**src/rtl/bha_pkg.sv**
```systemverilog
package bha_pkg;
  typedef enum logic [1:0] {
    ARB_PROC   = 2'd0,  // processor holds the bus
    ARB_OFFER  = 2'd1,  // grant out, awaiting acknowledge
    ARB_HANDED = 2'd2,  // external master holds the bus
    ARB_RETURN = 2'd3   // master let go, processor has the bus back
  } arb_state_e;

  localparam int unsigned IN_COUNT = 2;
  localparam int unsigned IDX_REQ  = 0;
  localparam int unsigned IDX_ACK  = 1;
endpackage

```
**src/rtl/bha_sync.sv**
```systemverilog
module bha_sync #(
  parameter int unsigned WIDTH  = 2,
  parameter int unsigned STAGES = 2,
  parameter logic        IDLE   = 1'b1
) (
  input  logic             clk,
  input  logic             rst,
  input  logic [WIDTH-1:0] async_i,
  output logic [WIDTH-1:0] sync_o
);
  logic [WIDTH-1:0] chain [STAGES];

  always_ff @(posedge clk) begin
    if (rst) chain[0] <= {WIDTH{IDLE}};
    else     chain[0] <= async_i;
  end

  for (genvar s = 1; s < STAGES; s++) begin : g_stage
    always_ff @(posedge clk) begin
      if (rst) chain[s] <= {WIDTH{IDLE}};
      else     chain[s] <= chain[s-1];
    end
  end

  assign sync_o = chain[STAGES-1];
endmodule

```
**src/rtl/bha_fsm.sv**
```systemverilog
module bha_fsm
  import bha_pkg::*;
(
  input  logic clk,
  input  logic rst,
  input  logic req,
  input  logic ack,
  input  logic cyc_busy,
  output logic grant_n_o,
  output logic stall_o,
  output logic owned_o
);
  arb_state_e st_q, st_d;
  logic       gnt_n_q, stall_q, own_q;

  always_comb begin
    st_d = st_q;
    unique case (st_q)
      ARB_PROC:   if (req && !cyc_busy) st_d = ARB_OFFER;
      ARB_OFFER:  if (ack)              st_d = ARB_HANDED;
                  else if (!req)        st_d = ARB_PROC;
      ARB_HANDED: if (!ack)             st_d = ARB_RETURN;
      ARB_RETURN: if (req)              st_d = ARB_OFFER;
                  else                  st_d = ARB_PROC;
      default:                          st_d = ARB_PROC;
    endcase
  end

  always_ff @(posedge clk) begin
    if (rst) begin
      st_q    <= ARB_PROC;
      gnt_n_q <= 1'b1;
      stall_q <= 1'b0;
      own_q   <= 1'b1;
    end else begin
      st_q    <= st_d;
      gnt_n_q <= (st_d != ARB_OFFER);
      stall_q <= (st_d != ARB_PROC) || req;
      own_q   <= (st_d == ARB_PROC) || (st_d == ARB_RETURN);
    end
  end

  assign grant_n_o = gnt_n_q;
  assign stall_o   = stall_q;
  assign owned_o   = own_q;

  a_r3_no_grant_in_cycle: assert property (@(posedge clk) disable iff (rst)
    (st_q == ARB_PROC && cyc_busy) |=> gnt_n_q);
  a_r2_grant_needs_req: assert property (@(posedge clk) disable iff (rst)
    $fell(gnt_n_q) |-> $past(req));
  a_r4_ack_drops_grant: assert property (@(posedge clk) disable iff (rst)
    (st_q == ARB_OFFER && ack) |=> (gnt_n_q && !own_q && stall_q));
  a_r5_hold_while_ack: assert property (@(posedge clk) disable iff (rst)
    (st_q == ARB_HANDED && ack) |=> (gnt_n_q && !own_q));
  a_r8_withdraw: assert property (@(posedge clk) disable iff (rst)
    (st_q == ARB_OFFER && !req && !ack) |=> (own_q && !stall_q && gnt_n_q));
endmodule

```
**src/rtl/bus_handoff_arbiter.sv**
```systemverilog
module bus_handoff_arbiter
  import bha_pkg::*;
#(
  parameter int unsigned SYNC_STAGES = 2
) (
  input  logic clk,
  input  logic rst,
  input  logic bus_req_n,
  input  logic bus_ack_n,
  input  logic cpu_cycle_busy,
  output logic bus_grant_n,
  output logic cpu_stall,
  output logic bus_owned
);
  logic [IN_COUNT-1:0] raw_n, synced_n;

  assign raw_n[IDX_REQ] = bus_req_n;
  assign raw_n[IDX_ACK] = bus_ack_n;

  bha_sync #(.WIDTH(IN_COUNT), .STAGES(SYNC_STAGES), .IDLE(1'b1)) u_sync (
    .clk     (clk),
    .rst     (rst),
    .async_i (raw_n),
    .sync_o  (synced_n)
  );

  bha_fsm u_fsm (
    .clk       (clk),
    .rst       (rst),
    .req       (!synced_n[IDX_REQ]),
    .ack       (!synced_n[IDX_ACK]),
    .cyc_busy  (cpu_cycle_busy),
    .grant_n_o (bus_grant_n),
    .stall_o   (cpu_stall),
    .owned_o   (bus_owned)
  );

  a_r1_reset_state: assert property (@(posedge clk)
    $past(rst) |-> (bus_grant_n && bus_owned && !cpu_stall));
endmodule

```
**config.mk**
```make
export PLATFORM = sky130hd
export DESIGN_NAME = bus_handoff_arbiter
export DESIGN_NICKNAME = d
export VERILOG_FILES = /design/src/rtl/bha_pkg.sv /design/src/rtl/bha_sync.sv /design/src/rtl/bha_fsm.sv /design/src/rtl/bus_handoff_arbiter.sv
export SDC_FILE = /design/constraint.sdc
export NUM_CORES = 1
export LEC_CHECK = 0
export BUFFER_PORTS_ARGS = -buffer_cell sky130_fd_sc_hd__buf_4
export CAP_MARGIN = 20
export CORE_AREA = 4 4 41 43
export DETAILED_ROUTE_END_ITERATION = 10
export DIE_AREA = 0 0 45 47
export GPL_ROUTABILITY_DRIVEN = 0
export GPL_TIMING_DRIVEN = 0
export SYNTH_ARGS = -nofsm -noshare
export SYNTH_HDL_FRONTEND = slang
export SYNTH_HIERARCHICAL = 1
export SYNTH_SLANG_ARGS = --single-unit
export TNS_END_PERCENT = 5
```
**constraint.sdc**
```tcl
create_clock -name clk -period 1.41 [get_ports clk]
set_input_delay 0.141 -clock clk [delete_from_list [all_inputs] [get_ports clk]]
set_output_delay 0.141 -clock clk [all_outputs]
set_load 0.02 [all_outputs]
```
Word level (Yosys, flattened, before mapping)
Memories as Yosys holds them, arrays and structs flattened. Index checks and enable logic that the tools add are counted. W data, S select, Z words.

Register bits: 5. Memory bits (writable): 4. Logic and storage cells: 31. Memories kept: 1.

Memories: u_sync.chain (depth 2, bits a word 2, read ports 2, clocked after Yosys merged registers in 0, write ports 2, RTL line bha_sync.sv:11) `logic [WIDTH-1:0] chain [STAGES];`.

Equal/unequal tests: 5. Multiplexer cells: 11. Bitwise operators: 2. Reduce and logical (&&, ||, !) cells: 8.

Operators with widths (count): $mux W2 (6); $pmux W2 S4 (1); $eq A2 B2 Y1 const B (3); $logic_not A2 Y1 (2); $mux W1 (4); $eq A2 B1 Y1 const B (1); $logic_not A1 Y1 (2); $logic_or A1 B1 Y1 (2); $ne A2 B1 Y1 const B (1); $or A1 B1 Y1 (2); $reduce_bool A2 Y1 (1); $logic_and A1 B1 Y1 (1).

Logic depth before layout (Yosys ltp)
Gate-level depths: netlist (run 1). An unclocked memory read counts as a cell.

Depth after elaboration: 7. Mapped depth: 6. Mapped depth without buffers: 6.

Modules after synthesis
The synthesis (run 1) kept the hierarchy.

By module, submodules not included: bha_fsm (times used 1, cells each 20, area an instance 224.0 um^2); bha_sync (times used 1, cells each 8, area an instance 105.1 um^2); bus_handoff_arbiter (times used 1, cells each 2, area an instance 7.5 um^2).

Worst setup path after synthesis (run 1)
Ideal clock, no wire load.

Path type: register to register. Start point: memory u_sync.chain[1][0]. End point: register u_fsm.own_q (netlist: u_fsm/owned_o). Arrival time: 1109 ps. Path slack: 242 ps. Stages on the path, launching flop included: 6. Buffers on the path: 0. Path through: dfxtp_1 inv_1 nor4b_2 a311oi_2 ha_1 nand2b_1.

RTL lines: from (decl) (RTL line bha_sync.sv:11); to (signal assigned) (RTL line bha_fsm.sv:39) `own_q <= (st_d == ARB_PROC) || (st_d == ARB_RETURN);`; to (decl) (RTL line bha_fsm.sv:14) `logic gnt_n_q, stall_q, own_q;`.

==> results.md, run 1 <==
- Synth Flop Type: dfxtp_1
- Yosys cell types: 12
- Syn Area/Cell: 11.2 um2
- Commonest cells in the netlist: dfxtp_1 (9), inv_1 (5), or2_1 (4)
- Non-Filler Instances: 56
- Status: finished clean
- GRT Residual Overflow: 0
- Crit-path cells: inv_1 -> nor4b_2 -> a311oi_2 -> ha_1 -> nand2b_1
- Async SR Flop Fraction: 0%
- Filler cell count: 143
- Mapped Area: 337 um2
- Final number of hold-violating endpoints: 0
- I/O Pins: 8
- CTS tree: done
- Area delta synth->final: 29.0%
- Post-CTS setup buffer count: 0
- Post-cts resize count: 0
- Warnings from Yosys: 6
- Hold WS: 63.7 ps
- Antenna-violating nets left: 0
- RSZ-0062 raised after global routing: false
- Synth top area cells: dfxtp_1 (54%), ha_1 (7.4%), or2_1 (7.4%), inv_1 (5.6%), a311oi_2 (4.5%)
- Drt pass-1 iters: 2
- Rel. slew slack: 80.3%
- Largest net degree at the start of global routing: 10
- # diodes: 0
- Pleak: 0.000190 uW
- FF+latch count, synth: 9
- Final min period: 1250 ps
- Syn Nets: 37
- Sequential element share of the synthesized area: 53.5%
- Final worst-path cycle share: 88.5%
- Via-to-Cell Ratio: 3.73
- Crit Path Class: reg2reg
- Worst-Margin Slew: 296 ps
- Worst Path Required: 1610 ps
- Htree depth: 1
- VDD IR max: 0.430 mV
- Core area: 0.00130 mm2
- Clock Latency Late Sink: 250 ps
- Die Height: 47 um
- Num CTS Buffers: 3
- Top-count cell post-synth: dfxtp_1
- Initial antenna violation count: 0
- CP Launch Type: flip-flop
- Via count: 209
- Die Area: 0.00212 mm2
- Ratio of cells with drive above 1 in the final layout: 34.1%
- Crit Path Max Fanout: 3
- Worst hold path class: in2reg
- Layout Skew: 0.240 ps
- First-pass GRT wire length: 752 um
- Worst Path Arrival: 1450 ps
- Top-area cell type share of the netlist area: 53.5%
- Rows: 13
- Initial core utilization: 25.9%
- Final nets: 49
- Per-cell routed wire length: 7.71 um
- Vias in the first global route: 199
- Final setup vio count: 0
- Root buf cell: clkbuf_4
- Placed cell count: 52
- Fmax: 802 MHz
- Remaining DRCs: 0
- Post-Route WL: 432 um
- Final Max Slew Viols: 0
- Port buffer count: 7
- Cell taking the most area after synthesis: dfxtp_1
- Pwr per Cell Area: 1130 mW/mm2
- Die span in x: 45 um
- Critical-path top delay cell: a311oi_2
- Clock Sinks: 9
- Crit. End Element: flip-flop
- Maximum clock insertion buffer count: 2
- Gr usage total: 5.56%
- Initial DRC Count: 1
- Register clock-pin slew on the reported worst setup and hold paths: 60 ps
- Max-cap violations: 0
- Gate Count Post-Synth: 30
- Setup TNS: 0 ps
- Post-synth EDFFs: 0
- Hold Buf Count CTS: 0
- Hpwl dp: 317 um
- Slowest stage delay, CP: 320 ps
## sequential cells by signal, summed over array words and instances (netlist names)
name	count
u_fsm/st_q	2
u_fsm/grant_n_o	1
u_fsm/owned_o	1
u_sync/chain	4
u_fsm/stall_o	1
## critical path, delay by kind of cell (launching register included)
kind                       cells  cell delay, ps
AOI/OAI and AO/OA              1             320
adders and majority gates      1             290
and+or+nand+nor                2             230
buffers and inverters          1              60
DFF                            1             300
## cells by family (layout without fill, tap and decap cells)
family / Yosys count / after routing / synth area share [%]
DFF: 9 / 9 / 53.5
muxes: 1 / 1 / 3.35
AOI/OAI and AO/OA: 2 / 2 / 5.95
adders and majority gates: 2 / 2 / 7.43
buffers and inverters: 5 / 16 / 5.58
and+or+nand+nor: 11 / 11 / 24.2
## report_power, final
group	leakage, uW	internal, uW	switching [uW]
logic	0.000101	18.9	15.0
clock network	0.0000150	108	81.0
registers	0.0000738	263	2.53
## layout make-up
type,count,area [um2],share of cell area [%]
Multi-Input combinational cell,16,138,31.7
Tap cell,15,18.8,4.32
Clock buffer,4,26.3,6.05
Timing Repair Buffer,7,52.6,12.1
Sequential cell,9,180,41.5
Inverter,5,18.8,4.32
## routing by layer
metal  GRT usage, %  vias up  wire length (um)
li1               -      115                 -
met1           6.22       87               238
met2           6.21        7               166
met3           2.30        0                27
met4           8.77        0                 0
met5              0        -                 0
## final timing paths
path / startpoint / slack [ps] / end / cells after the start
worst max-delay path: u_sync/chain[1][0] / 160 / u_fsm/owned_o / 5
worst min-delay path: bus_ack_n / 60 / u_sync/chain[0][1] / 2
worst max register to register: u_sync/chain[1][0] / 160 / u_fsm/owned_o / 5
worst min register to register: u_sync/chain[0][1] / 410 / u_sync/chain[1][1] / 1
## stage by stage
step | total power (uW) | utilization [%] | setup slack [ps] | cell area (um2)
6_report | 489 | 33.4 | 163 | 434
5_1_grt | 517 | 33.4 | 46.7 | 434
4_1_cts | 504 | 33.4 | 153 | 434
3_5_place_dp | 306 | 31.3 | 174 | 408
3_3_place_gp | 306 | 31.3 | 160 | 408
2_1_floorplan | 289 | - | 242 | 337
## cell usage in the layout, fill, tap and decap left out
master | Yosys | final
buf_4 | 0 | 7
nand2b_1 | 2 | 2
nor3b_1 | 1 | 1
inv_1 | 5 | 5
or2_1 | 4 | 4
clkbuf_1 | 0 | 1
dfxtp_1 | 9 | 9
a311oi_2 | 1 | 1
mux2_2 | 1 | 1
nand2b_4 | 1 | 1
nor4b_2 | 1 | 1
ha_1 | 2 | 2
nor2_1 | 2 | 2
clkbuf_4 | 0 | 3
a21oi_1 | 1 | 1
No activity file was read; power rests on OpenSTA's default activity.
==> inputs of run 2 (changes only) <==
HOLD_SLACK_MARGIN = 0.08   (was not set)
==> run 2 against run 1 <==
Fmax about the same. Count of clock-buffer cells in the layout unchanged. Register-to-register slack is essentially flat. Final area is 4.6% higher. Critical path depth did not move. Largest power group unchanged.
==> results.md, run 2 (synthesis results as in run 1) <==
- Status: finished clean
- Worst Path Arrival: 1450 ps (about the same)
- Num CTS Buffers: 3 (unchanged)
- Port buffer count: 7 (unchanged)
- Pwr per Cell Area: 1090 mW/mm2 (-3.4%)
- R2R Setup Slk: 160 ps (about the same)
- Pleak: 0.000198 uW (+4.4%)
- Drt pass-1 iters: 2 (unchanged)
- Vias in the first global route: 217 (+9.0%)
- Ratio of cells with drive above 1 in the final layout: 32.6% (-1.6 points)
- Post-cts resize count: 0 (unchanged)
- Largest register FFs: 4 (unchanged)
- I/O Pins: 8 (unchanged)
- Die Area: 0.00212 mm2 (unchanged)
- CTS tree: done
- Remaining DRCs: 0 (unchanged)
- Register clock-pin slew on the reported worst setup and hold paths: 60 ps (about the same)
- Antenna-violating nets left: 0 (unchanged)
- Rel. slew slack: 80.3% (unchanged)
- Core area: 0.00130 mm2 (unchanged)
- Hold Buf Count CTS: 2 (+2)
- Initial antenna violation count: 0 (unchanged)
- Final Max Slew Viols: 0 (unchanged)
- Crit Path Max Fanout: 3 (unchanged)
- Crit Path Class: reg2reg
- Via count: 220 (+5.3%)
- CP Launch Type: flip-flop
- Clock Sinks: 9 (unchanged)
- Final setup vio count: 0 (unchanged)
- VDD IR max: 0.430 mV (+0.14%)
- Largest registers: u_sync/chain (4), u_fsm/st_q (2)
- Max-cap violations: 0 (unchanged)
- Post-Route WL: 457 um (+5.8%)
- Clock Latency Late Sink: 250 ps (about the same)
- Per-cell routed wire length: 7.88 um (+2.1%)
- Area delta synth->final: 34.9%
- Die span in x: 45 um (unchanged)
- Die Height: 47 um (unchanged)
- Rows: 13 (unchanged)
- Final number of hold-violating endpoints: 0 (unchanged)
- Root buf cell: clkbuf_4
- GRT Residual Overflow: 0 (unchanged)
- Initial core utilization: 25.9% (unchanged)
- Final nets: 51 (+4.1%)
- Filler cell count: 142 (-0.70%)
- Final min period: 1250 ps (+0.123 ps)
- Register Area: 180 um2 (unchanged)
- Via-to-Cell Ratio: 3.79 (+1.6%)
- First-pass GRT wire length: 848 um (+13%)
- Layout Skew: 0.606 ps (+0.366 ps)
- Hpwl dp: 317 um (unchanged)
- Post-CTS setup buffer count: 0 (unchanged)
- Largest net degree at the start of global routing: 10 (unchanged)
- Footprint of the multi-input gates: 138 um2 (unchanged)
- Final worst-path cycle share: 88.5% (about the same)
- Fmax: 802 MHz (about the same)
- RSZ-0062 raised after global routing: false
- # diodes: 0 (unchanged)
- Setup TNS: 0 ps (unchanged)
- Biggest register: u_sync/chain
- Worst Path Required: 1610 ps (about the same)
- Htree depth: 1 (unchanged)
- Worst-Margin Slew: 296 ps (unchanged)
- Crit. End Element: flip-flop
- Placed cell count: 52 (unchanged)
- Most frequent cells in the layout: dfxtp_1 (9), buf_4 (7), inv_1 (5)
- Gr usage total: 6.11% (+0.56 points)
- Non-Filler Instances: 58 (+3.6%)
- Most common cell after layout, fill and taps aside: dfxtp_1
- Maximum clock insertion buffer count: 2 (unchanged)
- Worst hold path class: in2reg
- Initial DRC Count: 1 (unchanged)
-- run 2: changes by cell type in the layout (fill, tap and decap cells not counted), sizes merged --
| cell | delta |
|---|---|
| dlygate4sd3 | +2 |
-- run 2: path summary, 6_finish.rpt --
path                                          from                 end  cells after the start
worst max-delay path            u_sync/chain[1][0]       u_fsm/owned_o                      5
worst max register to register  u_sync/chain[1][0]       u_fsm/owned_o                      5
worst min register to register  u_sync/chain[0][1]  u_sync/chain[1][1]                      1
worst min-delay path                           rst       u_fsm/stall_o                      2
-- run 2: worst max-delay path: stages, from the launching register on --
cell and delay [ps]:
dfxtp_1 300, inv_1 60, nor4b_2 160, a311oi_2 320
ha_1 290, nand2b_1 70
-- run 2: final cells by class --
type                       instances  area share [%]
inverter                           5            4.13
clock buffer                       4            5.79
multi-input combinational         16            30.3
sequential                         9            39.7
tap                               15            4.13
timing repair buffer               9            16.0
-- run 2: report_power, final --
| group | internal, uW | switching, uW |
|---|---|---|
| combinational | 22.5 | 16.0 |
| sequential | 263 | 2.54 |
| clock | 108 | 81.4 |
-- run 2: metrics by stage --
step                      hold WS, ps  setup WS, ps  area (um2)  util, %  power, uW
final                            94.7           163         454     34.9        494
after global routing             94.2          46.7         454     34.9        522
after CTS                        85.4           153         454     34.9        508
after detailed placement          325           174         408     31.3        306
after global placement            322           160         408     31.3        306
after floorplan                   210           242         337        -        289
-- run 2: routing by layer --
layer / vias to the layer above / GRT usage (%) / wire length, um
met4: 0 / 8.77 / 0
met2: 7 / 7.34 / 186
met1: 94 / 6.91 / 246
met5: - / 0 / 0
li1: 119 / - / -
met3: 0 / 2.30 / 25
==> inputs of run 3 (changes only) <==
ABC_AREA = 1   (was not set)
REMOVE_ABC_BUFFERS = 1   (was not set)
==> run 3 against run 2 <==
Worst hold slack better by 190 ps. Sequential share of layout area down 2.6 points. Die area did not move. Synthesized cell count grew 53%. Global-route usage is 0.56 points higher.
==> results.md, run 3 <==
- Post-Route WL: 568 um (+24%)
- Worst Min Path Start: cpu_cycle_busy
- Most common cell after layout, fill and taps aside: inv_1
- FF+latch count, synth: 9 (unchanged)
- Final Max Slew Viols: 0 (unchanged)
- Area delta synth->final: 36.1%
- Worst Path Required: 1560 ps (-50 ps)
- Largest register FFs: 4 (unchanged)
- Layout Skew: 0.880 ps (+0.274 ps)
- Synth top area cells: dfxtp_1 (51%), inv_1 (15%), nand2_1 (9.5%), ha_1 (7.0%), nand2_2 (5.3%)
- Flop pwr share: 53.2% (-0.6 points)
- Warnings from Yosys: 6 (unchanged)
- Die Area: 0.00212 mm2 (unchanged)
- Most frequent cells in the layout: inv_1 (14), nand2_1 (9), dfxtp_1 (9)
- Sequential element share of the synthesized area: 50.5% (-3.0 points)
- Hold Buf Count CTS: 3 (+1)
- Post-CTS setup buffer count: 0 (unchanged)
- RSZ-0062 raised after global routing: false
- First-pass GRT wire length: 972 um (+15%)
- Top delay family on crit path: flip-flops
- Net Sw Power: 109 uW (+8.8%)
- Fmax: 909 MHz (+13%)
- Top-area cell type share of the netlist area: 50.5% (-3.0 points)
- Port buffer count: 7 (unchanged)
- Slowest stage delay, CP: 380 ps (+60 ps)
- Largest net degree at the start of global routing: 7 (-3)
- Gr usage total: 6.67% (+0.56 points)
- Num CTS Buffers: 3 (unchanged)
- Per-cell routed wire length: 7.57 um (-3.9%)
- Post-synth EDFFs: 0 (unchanged)
- Antenna-violating nets left: 0 (unchanged)
- I/O Pins: 8 (unchanged)
- Root buf cell: clkbuf_4
- Non-Filler Instances: 75 (+29%)
- Pwr per Cell Area: 1030 mW/mm2 (-5.6%)
- Yosys cell types: 12 (unchanged)
- Utilization after layout: 37.3% (+2.4 points)
- Footprint of the multi-input gates: 116 um2 (-15%)
- P_int: 390 uW (-1.1%)
- Final worst-path cycle share: 78.0% (-10 points)
- Crit path top cell by count: nand2_2
- Cell taking the most area after synthesis: dfxtp_1
- Core area: 0.00130 mm2 (unchanged)
- Htree depth: 1 (unchanged)
- Pleak: 0.000263 uW (+33%)
- Part of the power in combinational logic: 8.9% (+1.1 points)
- Final setup vio count: 0 (unchanged)
- Initial DRC Count: 2 (+1)
- Largest registers: u_sync/chain (4), u_fsm/st_q (2)
- Clock Latency Late Sink: 250 ps (about the same)
- Final nets: 68 (+33%)
- Initial core utilization: 27.4% (+1.5 points)
- Reg2reg start: u_fsm/st_q[1]
- Maximum clock insertion buffer count: 2 (unchanged)
- Status: finished clean
- Hpwl dp: 444 um (+40%)
- VDD IR max: 0.522 mV (+21%)
- Syn Area/Cell: 7.75 um2 (-31%)
- Switching part of the total: 21.8% (+1.6 points)
- Rows: 13 (unchanged)
- # diodes: 0 (unchanged)
- Crit Path Max Fanout: 4 (+1)
- Mapped Area: 357 um2 (+5.9%)
- Max-cap violations: 0 (unchanged)
- Filler cell count: 149 (+4.9%)
- Post-cts resize count: 0 (unchanged)
- GRT Residual Overflow: 0 (unchanged)
- Register clock-pin slew on the reported worst setup and hold paths: 60 ps (about the same)
- Rel. slew slack: 90.7% (+10 points)
- Setup TNS: 0 ps (unchanged)
- Register Area: 180 um2 (unchanged)
- Top-count cell post-synth: inv_1
- Worst-Margin Slew: 139 ps (-157 ps)
- Crit Path Class: reg2reg
- Ratio of cells with drive above 1 in the final layout: 30.0% (-2.6 points)
- Worst setup startpoint: u_fsm/st_q[1]
- Worst hold path class: in2reg
- Worst Path Arrival: 1250 ps (-200 ps)
- Crit-path cells: inv_2 -> nand2_2 -> nand2_2 -> nand3_2 -> inv_1 -> ha_1 -> nand2_1
- Gate Count Post-Synth: 46 (+53%)
- Vias in the first global route: 271 (+25%)
- Critical-path top delay cell: dfxtp_1
- Via-to-Cell Ratio: 3.77 (-0.52%)
- Buf/Inv on CP: 2 (+1)
- Final number of hold-violating endpoints: 0 (unchanged)
- Placed cell count: 68 (+31%)
- Synth Flop Type: dfxtp_1
- Async SR Flop Fraction: 0% (unchanged)
- Initial antenna violation count: 0 (unchanged)
- Die span in x: 45 um (unchanged)
- Clock Sinks: 9 (unchanged)
- Drt pass-1 iters: 2 (unchanged)
- CTS tree: done
- Biggest register: u_sync/chain
- Clock power frac: 37.9% (-0.5 points)
- Crit. End Element: flip-flop
- Die Height: 47 um (unchanged)
- Remaining DRCs: 0 (unchanged)
- CP Launch Type: flip-flop
- Via count: 283 (+29%)
- Final min period: 1100 ps (-147 ps)
- Commonest cells in the netlist: inv_1 (14), dfxtp_1 (9), nand2_1 (9), nand2_2 (3)
==> run 3: cell count changes after synthesis, sizes merged, moves of 2 or more <==
cell / delta
nand2: +12
inv: +11
or2: -4
nand2b: -3
nand3: +2
==> run 3: worst paths after layout <==
check,slack [ps],depth (start not counted),end
worst max-delay path,310,7,u_fsm/owned_o
worst min-delay path,280,6,u_fsm/st_q[0]
worst max register to register,310,7,u_fsm/owned_o
worst min register to register,410,2,u_sync/chain[1][1]
==> run 3: final cells by class <==
cell class	count	share of cell area [%]
inverter	16	12.4
sequential	9	37.1
clock inverter	1	1.03
tap	15	3.87
multi-input combinational	21	24.0
timing repair buffer	10	17.0
clock buffer	3	4.64
==> run 3: power groups by stage <==
stage	Combinational [uW]	Sequential [uW]	Clock [uW]
2_1_floorplan	16.7	274	0
3_3_place_gp	36.6	271	0
3_5_place_dp	37.9	271	0
4_1_cts	44.6	265	197
5_1_grt	50.7	266	210
6_report	44.4	265	189
==> run 3: cell families (layout without fill, tap and decap cells) <==
kind of cell / after synthesis / count (layout) / share of synthesized area [%]
adders and majority gates: 2 / 2 / 7.02
AOI/OAI and AO/OA: 2 / 2 / 2.80
and+or+nand+nor: 17 / 17 / 22.8
buffers and inverters: 16 / 30 / 16.8
DFF: 9 / 9 / 50.5
==> run 3: tightest hold or removal path, cell delays in order <==
cell and delay (ps):
buf_4 80, nor2_1 30, nand2_1 60, nand3_2 80, nand2_1 70, inv_1 40
==> run 3: per-layer routing <==
layer	up-vias	global-route usage, %	part of all wire [%]
li1	157	-	-
met1	121	6.22	39
met2	5	11.9	56
met3	0	2.30	4.2
met4	0	5.26	0
met5	-	0	0
==> run 3: per-stage QoR <==
stage	cell area, um2	power, uW	setup WS, ps	hold slack, ps
2_1_floorplan	357	291	384	208
3_3_place_gp	428	307	311	316
3_5_place_dp	428	309	302	322
4_1_cts	485	507	295	280
5_1_grt	485	527	186	306
6_report	485	499	310	282
